**src/rtl/accx_pkg.sv**
```systemverilog
package accx_pkg;

    // Function field of the operation code (bits [4:1]); bit 0 picks shift source
    localparam logic [3:0] FN_WORD = 4'h0;
    localparam logic [3:0] FN_RND  = 4'h2;
    localparam logic [3:0] FN_RSAT = 4'h3;
    localparam logic [3:0] FN_HSAT = 4'h7;

    typedef enum logic [1:0] {
        MODE_WORD,
        MODE_RND,
        MODE_RSAT,
        MODE_HSAT
    } accx_mode_e;

    typedef enum logic {
        ST_IDLE,
        ST_EMIT
    } accx_state_e;

endpackage

```
**src/rtl/accx_acc_mux.sv**
```systemverilog
module accx_acc_mux #(
    parameter int NUM_ACC = 4,
    parameter int DATA_W  = 32,
    parameter int IDX_W   = 2
) (
    input  logic [NUM_ACC-1:0][DATA_W-1:0] hi_i,
    input  logic [NUM_ACC-1:0][DATA_W-1:0] lo_i,
    input  logic [IDX_W-1:0]               idx_i,
    output logic [2*DATA_W-1:0]            acc_o
);
    logic [NUM_ACC-1:0][2*DATA_W-1:0] joined;

    // Pair every high word with its low word
    for (genvar g = 0; g < NUM_ACC; g++) begin : g_join
        assign joined[g] = {hi_i[g], lo_i[g]};
    end

    assign acc_o = joined[idx_i];
endmodule

```
**src/rtl/accx_word_path.sv**
```systemverilog
module accx_word_path
    import accx_pkg::*;
#(
    parameter int DATA_W  = 32,
    parameter int SHIFT_W = 5
) (
    input  logic [2*DATA_W-1:0] acc_i,
    input  logic [SHIFT_W-1:0]  shamt_i,
    input  accx_mode_e          mode_i,
    output logic [DATA_W-1:0]   result_o,
    output logic                ovf_o
);
    localparam int ACC_W = 2 * DATA_W;
    localparam int GW    = ACC_W + 1;
    localparam logic [DATA_W-1:0] SAT_POS = {1'b0, {(DATA_W-1){1'b1}}};
    localparam logic [DATA_W-1:0] SAT_NEG = {1'b1, {(DATA_W-1){1'b0}}};

    logic signed [GW-1:0]    guarded;   // shifted value with one guard bit below
    logic signed [ACC_W-1:0] rounded;   // shifted value plus guard bit
    logic                    pre_ovf;
    logic                    post_ovf;

    assign guarded = $signed({acc_i, 1'b0}) >>> shamt_i;
    assign rounded = guarded[GW-1:1] + {{(ACC_W-1){1'b0}}, guarded[0]};

    // In range when all bits from the word sign upward agree
    assign pre_ovf  = !((&guarded[GW-1:DATA_W]) || !(|guarded[GW-1:DATA_W]));
    assign post_ovf = !((&rounded[ACC_W-1:DATA_W-1]) || !(|rounded[ACC_W-1:DATA_W-1]));

    always_comb begin
        ovf_o = pre_ovf || post_ovf;
        unique case (mode_i)
            MODE_WORD: result_o = guarded[DATA_W:1];
            MODE_RND:  result_o = rounded[DATA_W-1:0];
            MODE_RSAT: begin
                if (post_ovf) result_o = rounded[ACC_W-1] ? SAT_NEG : SAT_POS;
                else          result_o = rounded[DATA_W-1:0];
            end
            default: begin
                result_o = '0;
                ovf_o    = 1'b0;
            end
        endcase
    end
endmodule

```
**src/rtl/accx_half_path.sv**
```systemverilog
module accx_half_path #(
    parameter int DATA_W  = 32,
    parameter int SHIFT_W = 5
) (
    input  logic [2*DATA_W-1:0] acc_i,
    input  logic [SHIFT_W-1:0]  shamt_i,
    output logic [DATA_W-1:0]   result_o,
    output logic                clamp_o
);
    localparam int ACC_W  = 2 * DATA_W;
    localparam int HALF_W = DATA_W / 2;
    localparam logic signed [ACC_W-1:0] H_MAX =
        {{(ACC_W-HALF_W+1){1'b0}}, {(HALF_W-1){1'b1}}};
    localparam logic signed [ACC_W-1:0] H_MIN =
        {{(ACC_W-HALF_W+1){1'b1}}, {(HALF_W-1){1'b0}}};
    localparam logic [DATA_W-1:0] CLAMP_HI = {{(DATA_W-HALF_W+1){1'b0}}, {(HALF_W-1){1'b1}}};
    localparam logic [DATA_W-1:0] CLAMP_LO = {{(DATA_W-HALF_W+1){1'b1}}, {(HALF_W-1){1'b0}}};

    logic signed [ACC_W-1:0] shifted;
    logic                    above;
    logic                    below;

    assign shifted = $signed(acc_i) >>> shamt_i;
    assign above   = shifted > H_MAX;
    assign below   = shifted < H_MIN;

    always_comb begin
        clamp_o = above || below;
        if (above)      result_o = CLAMP_HI;
        else if (below) result_o = CLAMP_LO;
        else            result_o = shifted[DATA_W-1:0];
    end
endmodule

```
**src/rtl/accx_unit.sv**
```systemverilog
module accx_unit
    import accx_pkg::*;
#(
    parameter int NUM_ACC = 4,
    parameter int DATA_W  = 32,
    parameter int SHIFT_W = 5,
    localparam int IDX_W  = $clog2(NUM_ACC)
) (
    input  logic                          clk,
    input  logic                          rst_n,
    input  logic                          valid_i,
    input  logic [4:0]                    op_i,
    input  logic [IDX_W-1:0]              acc_idx_i,
    input  logic [SHIFT_W-1:0]            imm_shift_i,
    input  logic [DATA_W-1:0]             reg_shift_i,
    input  logic [NUM_ACC-1:0][DATA_W-1:0] acc_hi_i,
    input  logic [NUM_ACC-1:0][DATA_W-1:0] acc_lo_i,
    output logic [DATA_W-1:0]             result_o,
    output logic                          out_valid_o,
    output logic                          ovf_set_o
);
    localparam int HALF_W = DATA_W / 2;

    accx_state_e          state_q, state_nxt;
    accx_mode_e           mode_sel;
    logic                 op_known;
    logic                 fire;
    logic [3:0]           fn;
    logic [SHIFT_W-1:0]   shamt;
    logic [2*DATA_W-1:0]  acc_sel;
    logic [DATA_W-1:0]    word_res, half_res, sel_res;
    logic                 word_ovf, half_ovf, sel_ovf;
    logic [DATA_W-1:0]    result_q;
    logic                 ovf_q;
    logic                 unused_reg_hi;

    assign unused_reg_hi = ^reg_shift_i[DATA_W-1:SHIFT_W];

    // Decode
    assign fn    = op_i[4:1];
    assign shamt = op_i[0] ? reg_shift_i[SHIFT_W-1:0] : imm_shift_i;

    always_comb begin
        op_known = 1'b1;
        mode_sel = MODE_WORD;
        unique case (fn)
            FN_WORD: mode_sel = MODE_WORD;
            FN_RND:  mode_sel = MODE_RND;
            FN_RSAT: mode_sel = MODE_RSAT;
            FN_HSAT: mode_sel = MODE_HSAT;
            default: op_known = 1'b0;
        endcase
    end

    assign fire = valid_i && op_known;

    accx_acc_mux #(.NUM_ACC(NUM_ACC), .DATA_W(DATA_W), .IDX_W(IDX_W)) u_mux (
        .hi_i (acc_hi_i),
        .lo_i (acc_lo_i),
        .idx_i(acc_idx_i),
        .acc_o(acc_sel)
    );

    accx_word_path #(.DATA_W(DATA_W), .SHIFT_W(SHIFT_W)) u_word (
        .acc_i   (acc_sel),
        .shamt_i (shamt),
        .mode_i  (mode_sel),
        .result_o(word_res),
        .ovf_o   (word_ovf)
    );

    accx_half_path #(.DATA_W(DATA_W), .SHIFT_W(SHIFT_W)) u_half (
        .acc_i   (acc_sel),
        .shamt_i (shamt),
        .result_o(half_res),
        .clamp_o (half_ovf)
    );

    assign sel_res = (mode_sel == MODE_HSAT) ? half_res : word_res;
    assign sel_ovf = (mode_sel == MODE_HSAT) ? half_ovf : word_ovf;

    // Next-state: ACCEPT / CHAIN on fire, DRAIN / WAIT otherwise
    always_comb begin
        unique case (state_q)
            ST_IDLE: state_nxt = fire ? ST_EMIT : ST_IDLE;
            ST_EMIT: state_nxt = fire ? ST_EMIT : ST_IDLE;
            default: state_nxt = ST_IDLE;
        endcase
    end

    // State register
    always_ff @(posedge clk or negedge rst_n) begin
        if (!rst_n) state_q <= ST_IDLE;
        else        state_q <= state_nxt;
    end

    // Output registers
    always_ff @(posedge clk or negedge rst_n) begin
        if (!rst_n) begin
            result_q <= '0;
            ovf_q    <= 1'b0;
        end else if (fire) begin
            result_q <= sel_res;
            ovf_q    <= sel_ovf;
        end else begin
            ovf_q    <= 1'b0;
        end
    end

    assign result_o    = result_q;
    assign out_valid_o = (state_q == ST_EMIT);
    assign ovf_set_o   = ovf_q;


    emit_after_fire_chk: assert property (@(posedge clk) disable iff (!rst_n)
        fire |=> out_valid_o);


    idle_hold_chk: assert property (@(posedge clk) disable iff (!rst_n)
        !fire |=> (!out_valid_o && !ovf_set_o && $stable(result_o)));


    ovf_with_valid_chk: assert property (@(posedge clk) disable iff (!rst_n)
        ovf_set_o |-> out_valid_o);


    rsat_extreme_chk: assert property (@(posedge clk) disable iff (!rst_n)
        (out_valid_o && ovf_set_o && $past(mode_sel) == MODE_RSAT) |->
        (result_o == {1'b0, {(DATA_W-1){1'b1}}} || result_o == {1'b1, {(DATA_W-1){1'b0}}}));


    half_range_chk: assert property (@(posedge clk) disable iff (!rst_n)
        (out_valid_o && $past(mode_sel) == MODE_HSAT) |->
        ((&result_o[DATA_W-1:HALF_W-1]) || !(|result_o[DATA_W-1:HALF_W-1])));
endmodule

```
**config.mk**
```make
export PLATFORM = sky130hd
export DESIGN_NAME = accx_unit
export DESIGN_NICKNAME = d
export VERILOG_FILES = /design/src/rtl/accx_pkg.sv /design/src/rtl/accx_acc_mux.sv /design/src/rtl/accx_word_path.sv /design/src/rtl/accx_half_path.sv /design/src/rtl/accx_unit.sv
export SDC_FILE = /design/constraint.sdc
export NUM_CORES = 1
export LEC_CHECK = 0
export CAP_MARGIN = 20
export CORE_ASPECT_RATIO = 0.9
export CORE_MARGIN = 2
export CORE_UTILIZATION = 25
export CTS_BUF_LIST = sky130_fd_sc_hd__clkbuf_16
export DETAILED_ROUTE_END_ITERATION = 16
export PLACE_DENSITY_LB_ADDON = 0.1
export SLEW_MARGIN = 20
export SYNTH_ARGS = -nofsm -noshare
export SYNTH_HDL_FRONTEND = slang
export SYNTH_SLANG_ARGS = --single-unit
```
**constraint.sdc**
```tcl
create_clock -name clk -period 1.5 [get_ports clk]
set_clock_uncertainty 0.1 [all_clocks]
set_input_delay 0.225 -clock clk [delete_from_list [all_inputs] [get_ports clk]]
set_output_delay 0.225 -clock clk [all_outputs]
set_load 0.02 [all_outputs]
```
Yosys cells after proc, flatten, opt, wreduce, memory -nomap -nowiden
Index checks and enable logic that the tools add are counted.
{ "op_classes": {"n_addsub": 1, "n_reduce_logical": 17, "muxes": 15, "eq_ne": 6, "n_lt_le_gt_ge": 3, "n_shift": 2} }
{ "ops": {"columns": ["cell", "count"], "rows": [
  ["$mux 32", 5],
  ["$bmux 64 s2", 1],
  ["$pmux 32 s3", 1],
  ["$reduce_and 33->1", 2],
  ["$reduce_or 33->1", 2],
  ["$sshr 65x5->65", 1],
  ["$add 64x1->64", 1],
  ["$gt 64x16->1 const B", 1],
  ["$lt 64x16->1 const B", 1],
  ["$mux 64", 1],
  ["$sshr 64x5->64", 1],
  ["$eq 4x2->1 const B", 2],
  ["$pmux 2 s3", 1],
  ["$mux 1", 5],
  ["$mux 5", 1],
  ["$eq 2x2->1 const B", 2],
  ["$eq 4x3->1 const B", 1],
  ["$logic_not 1->1", 4],
  ["$logic_not 4->1", 1],
  ["$logic_or 1x1->1", 4],
  ["$reduce_or 4->1", 1],
  ["$lt 2x3->1 const B", 1],
  ["$reduce_or 3->1", 1],
  ["$eq 2x1->1 const B", 1],
  ["2 further kinds", 2]
]} }
{ "totals": {"elab_cells": 47, "in_bits": 303, "out_inout_bits": 34, "reg_bits": 34} }

Depth between registers and ports, before layout
Gate-level depths: netlist of run 1.
{ "depth": {"ltp_word": 12, "ltp_mapped": 28, "mapped_depth_nobuf": 22} }

Modules after synthesis
From an unflattened synthesis of run 1, not the netlist that was laid out.
{ "unflattened": {"hier_cells": 1839, "hier_area_um2": 16554.6} }
{ "by_module_without_submodules": {"columns": ["module", "cells_per_inst", "seq_area_each_um2", "area_per_inst_um2", "n_inst"], "rows": [
  ["accx_word_path", 1101, 0.0, 8598.2, 1],
  ["accx_half_path", 539, 0.0, 4325.4, 1],
  ["accx_unit", 121, 850.8, 2008.2, 1],
  ["accx_acc_mux", 78, 0.0, 1622.8, 1]
]} }

Worst setup path before layout of run 1
Ideal clock, no wire load.
{ "synth_path": {"path_kind": "input to register", "startpoint": "in op_i[0]", "endpoint": "reg result_q[28], in the netlist result_o[28]", "setup_slack_ps": -5251, "cell_stages": 25, "setup_ps": 134, "arrival_ps": 6517, "t_required_ps": 1266, "path_buffers": 10, "cell_sequence": "buf_6 -> buf_4 -> mux2_2 -> clkbuf_1 -> buf_1 -> clkbuf_1 -> buf_1 -> clkbuf_1 -> clkbuf_1 -> buf_1 -> clkbuf_1 -> nand2_1 -> o31ai_1 -> ha_1 -> o21ai_0 -> a2111oi_0 -> nand4_1 -> nor3_1 -> xnor2_1 -> or4_1 -> or4b_4 -> or3_1 -> mux2_4 -> nor4_1 -> nor3_1"} }
{ "synth_via": {"elab_chain_len": 9, "word_cells_on_any_way": 16, "classes_between": "1 x add/sub; 2 x order compare; 2 x shift; 7 x mux; 4 x reduce/logical"} }
{ "synth_rtl": {"columns": ["element", "line_no", "source"], "rows": [
  ["from (decl)", "accx_unit.sv:12", "input logic [4:0] op_i,"],
  ["$mux 5 *", "accx_unit.sv:41", "assign shamt = op_i[0] ? reg_shift_i[SHIFT_W-1:0] : imm_shift_i;"],
  ["$sshr 65x5->65", "accx_word_path.sv:23", "assign guarded = $signed({acc_i, 1'b0}) >>> shamt_i;"],
  ["$add 64x1->64", "accx_word_path.sv:24", "assign rounded = guarded[GW-1:1] + {{(ACC_W-1){1'b0}}, guarded[0]};"],
  ["$reduce_or 33->1", "accx_word_path.sv:28", "assign post_ovf = !((&rounded[ACC_W-1:DATA_W-1]) || !(|rounded[ACC_W-1:DATA_W-1]));"],
  ["$logic_not 1->1", "accx_word_path.sv:28", null],
  ["$logic_or 1x1->1", "accx_word_path.sv:28", null],
  ["$mux 32", "accx_word_path.sv:36", "if (post_ovf) result_o = rounded[ACC_W-1] ? SAT_NEG : SAT_POS;"],
  ["$pmux 32 s3", "accx_word_path.sv:32", "unique case (mode_i)"],
  ["$mux 32 *", "accx_unit.sv:79", "assign sel_res = (mode_sel == MODE_HSAT) ? half_res : word_res;"],
  ["to (signal assigned)", "accx_unit.sv:103", "result_q <= sel_res;"],
  ["to (decl)", "accx_unit.sv:33", "logic [DATA_W-1:0] result_q;"]
]} }
Mark *: on every way between the ends. The rest lies on a longest branch, timed or not.
A chain may end at the register's enable or synchronous reset.

Worst setup path after layout of run 1
{ "layout_path": {"startpoint": "in op_i[0]", "endpoint": "reg result_q[3], in the netlist result_o[3]"} }
The elaborated chain is that of the path after synthesis.

==> results of run 1 <==
==> final cells by class <==
class                           instances  area share
Tap cell                              532      0.0330
Multi-Input combinational cell       1158       0.485
Clock inverter                          3    0.000806
Inverter                               11     0.00205
Clock buffer                            5     0.00620
Timing Repair Buffer                  978       0.431
Sequential cell                        34      0.0422
==> worst max-delay path, stage by stage <==
cell	delay [ps]
buf_8	110
mux2_4	320
buf_12	150
buf_8	130
mux2i_2	160
mux2_4	300
mux4_2	530
buf_6	160
a311oi_4	320
a31oi_4	80
a211oi_4	270
nand4_2	190
nor4_4	280
xnor2_2	110
or4_1	540
or4b_4	550
buf_6	140
o31ai_4	340
buf_6	190
buf_6	110
a211oi_1	60
o22a_1	170
==> worst max path at each step <==
stage	from	to	slack (ps)	cells past startpoint
finish	op_i[0]	result_o[3]	-3890	22
floorplan	op_i[0]	result_o[20]	-3800	25
global placement	op_i[0]	result_o[8]	-4720	18
detailed placement	op_i[0]	result_o[16]	-4770	18
global route	op_i[0]	result_o[1]	-4000	22
CTS	acc_idx_i[0]	result_o[15]	-3780	24
==> power by group through the flow <==
stage / combinational (mW) / clock [mW] / sequential, mW
after floorplan: 4.21 / 0 / 1.58
after global placement: 10.2 / 0 / 1.32
after detailed placement: 10.2 / 0 / 1.32
after CTS: 10.9 / 1.03 / 1.30
after global routing: 12.0 / 1.08 / 1.32
final: 11.4 / 1.01 / 1.30
==> kinds of logic after synthesis <==
group / Yosys count / share of synthesized area
adder cells (fa/ha/maj): 2 / 0.00247
multiplexers: 217 / 0.308
AO/OA/AOI/OAI: 383 / 0.262
XOR/XNOR: 43 / 0.0372
buffers and inverters: 104 / 0.0571
AND/OR/NAND/NOR: 511 / 0.249
flip-flops: 34 / 0.0841
==> Yosys cell counts, drive strengths merged (14+ instances only) <==
cell type / n / area [sq um]
nand4: 44 / 282
a21oi: 74 / 370
nor2: 122 / 468
nand2: 141 / 532
o21ai: 64 / 320
a211oi: 32 / 245
nor4: 19 / 125
mux2i: 123 / 1270
nor3: 37 / 190
dfrtp: 34 / 851
buf: 57 / 402
xnor2: 24 / 210
a22oi: 46 / 345
a31oi: 30 / 188
nand3: 69 / 350
mux4: 69 / 1560
xor2: 19 / 166
o22ai: 16 / 106
mux2: 25 / 289
and3: 14 / 87.6
o211ai: 15 / 113
clkbuf: 36 / 135
==> stage by stage <==
step	setup WS (ps)	cell area (sq um)	hold slack, ps	power, mW	std cells
2_1_floorplan	-3800	10400	-171	5.79	1294
3_3_place_gp	-4720	18100	186	11.5	2631
3_5_place_dp	-4770	18100	186	11.5	2631
4_1_cts	-3780	19600	411	13.2	2702
5_1_grt	-4000	20200	428	14.4	2721
6_report	-3890	20200	410	13.7	2721
==> layer usage <==
layer,vias up,share of wire,track usage
li1,6953,-,-
met2,502,0.46,0.448
met5,-,0,0
met4,0,0.014,0.0370
met1,7297,0.47,0.387
met3,51,0.062,0.0410
==> what timing repair did <==
action	4_1_cts	5_1_grt
setup endpoints to repair	68	34
endpoints found under the hold margin	34	0
hold buffers	1	0
setup buffers	57	18
gates cloned	7	3
pin swaps	68	44
resized for setup	212	89
==> cells in the final DEF, fill, tap and decap left out, types with 14 or more instances in the layout <==
cell type	instances
o21ai_0	38
xnor2_1	21
dlygate4sd2_1	46
nor2_1	111
buf_6	22
dfrtp_1	34
a22oi_1	41
mux2i_1	95
o21ai_2	20
nor3_1	27
and3_1	14
a21oi_1	67
mux4_2	68
o22ai_1	14
nand2_1	133
o211ai_1	15
mux2i_2	15
clkdlybuf4s50_1	253
a211oi_1	20
xor2_1	18
nand3_1	61
a31oi_1	22
buf_4	606
mux2_4	14
nand4_1	43
buf_12	31
==> state kept, by name, summed over array words and instances (netlist names) <==
register and flops:
out_valid_o 1, ovf_set_o 1, result_o 32
==> impl_metrics.yaml, run 1 <==
pwr:
  leakagePower_nw: 8.43
  p_comb_frac: 0.831
  pwr-share-seq: 0.095
  swShare: 0.450
  powerDensity_nw_per_um2: 677
  pwr-share-clk: 0.074
  power.switching_mw: 6.14
  p_int_mw: 7.52
  peakVddDrop_mv: 0.618
clocking:
  clk_pin_slew_ps: 60
  cts_made_buffers: 5
  cts_buffer_depth: 2
  clock_sinks: 34
  htree_levels: 2
  cts-root-buf: "clkbuf_16"
  clk-insertion-delay-late_ps: 280
  cts_tree: "built"
status:
  violations: "negative setup slack"
  outcome: "finished, violations left"
routing:
  wl_per_cell_um: 21.9
  drt-initial-drc-count: 1326
  dr.pass1.iters: 7
  routed_wl_um: 59500
  vias_per_cell: 5.44
  ant_nets: 0
  via_count: 14800
  drc: 0
setup_path:
  required_ps: 1570
  r2r_setup_slack_ps: 160
  critPathArrivalTime_ps: 5460
  start_kind: "input pin"
  r2r_start: "result_o[23]"
  critPathMaxFanout: 6
  r2r_cells: 4
  worstSetupPathType: "input pin to flip-flop"
  reg2reg_to: "result_o[23]"
  critPathCaptureType: "flip-flop"
sta:
  hold_violations: 0
  slew-limit-headroom: 0.542
  tns_ps: -125550
  tightestPinTransition_ps: 687
  grt_setup_unrepaired: "true"
  setup_ws_ps: -3890
  fmax_mhz: 186
  maxSlewViolCount: 0
  min_period_ps: 5390
  setup_violations: 33
  timing.final.crit_share: 3.59
synth:
  yosysSeqAreaShare: 0.0841
  synth_cells: 1294
  syn-num-nets: 1599
  async_reset_ff_frac: 1.00
  synth-edff-count: 0
  ys_ff_latch: 34
  avgSynthCellArea_sq_um: 7.82
  synthesis.area_sq_um: 10100
  ys.flop_type: "dfrtp_1"
  synthDistinctLibCells: 91
  yosysWarnings: 0
floorplan:
  rows: 69
  ios: 337
  initial_core_util: 0.255
  dieArea_sq_um: 42100
  die_x_um: 216
  coreArea_sq_um: 39700
  fp.dieH_um: 195
cells_and_area:
  layout.nets: 2493
  fillerInstances: 3925
  fin_util: 0.508
  antenna_cells: 0
  area_delta_synth_final_pct: 99.3
  register_area_sq_um: 851
  drive_gt1_frac: 0.440
  multi_input_area_sq_um: 9780
global_routing:
  grt.overflow.total: 0
  grt_pass1_vias: 15200
  grt_usage: 0.273
  antenna_found_initial: 0
  grt_pass1_wl_um: 89600
  grt_max_degree: 35
placed_design:
  portBuffers: 309
  gp_congestion: 0.973
  dpl.hpwl_um: 49300
job:
  maxCapViolCount: 0
min_path:
  hold_path_class: "input pin to async pin"
Note: power is estimated with default switching activity, not from simulation.
==> inputs of run 2 (changes only) <==
Settings changed: HOLD_SLACK_MARGIN set to 0.12.
==> results of run 2 <==
Same layout as run 1: the final DEF is identical, and so are final timing and power.
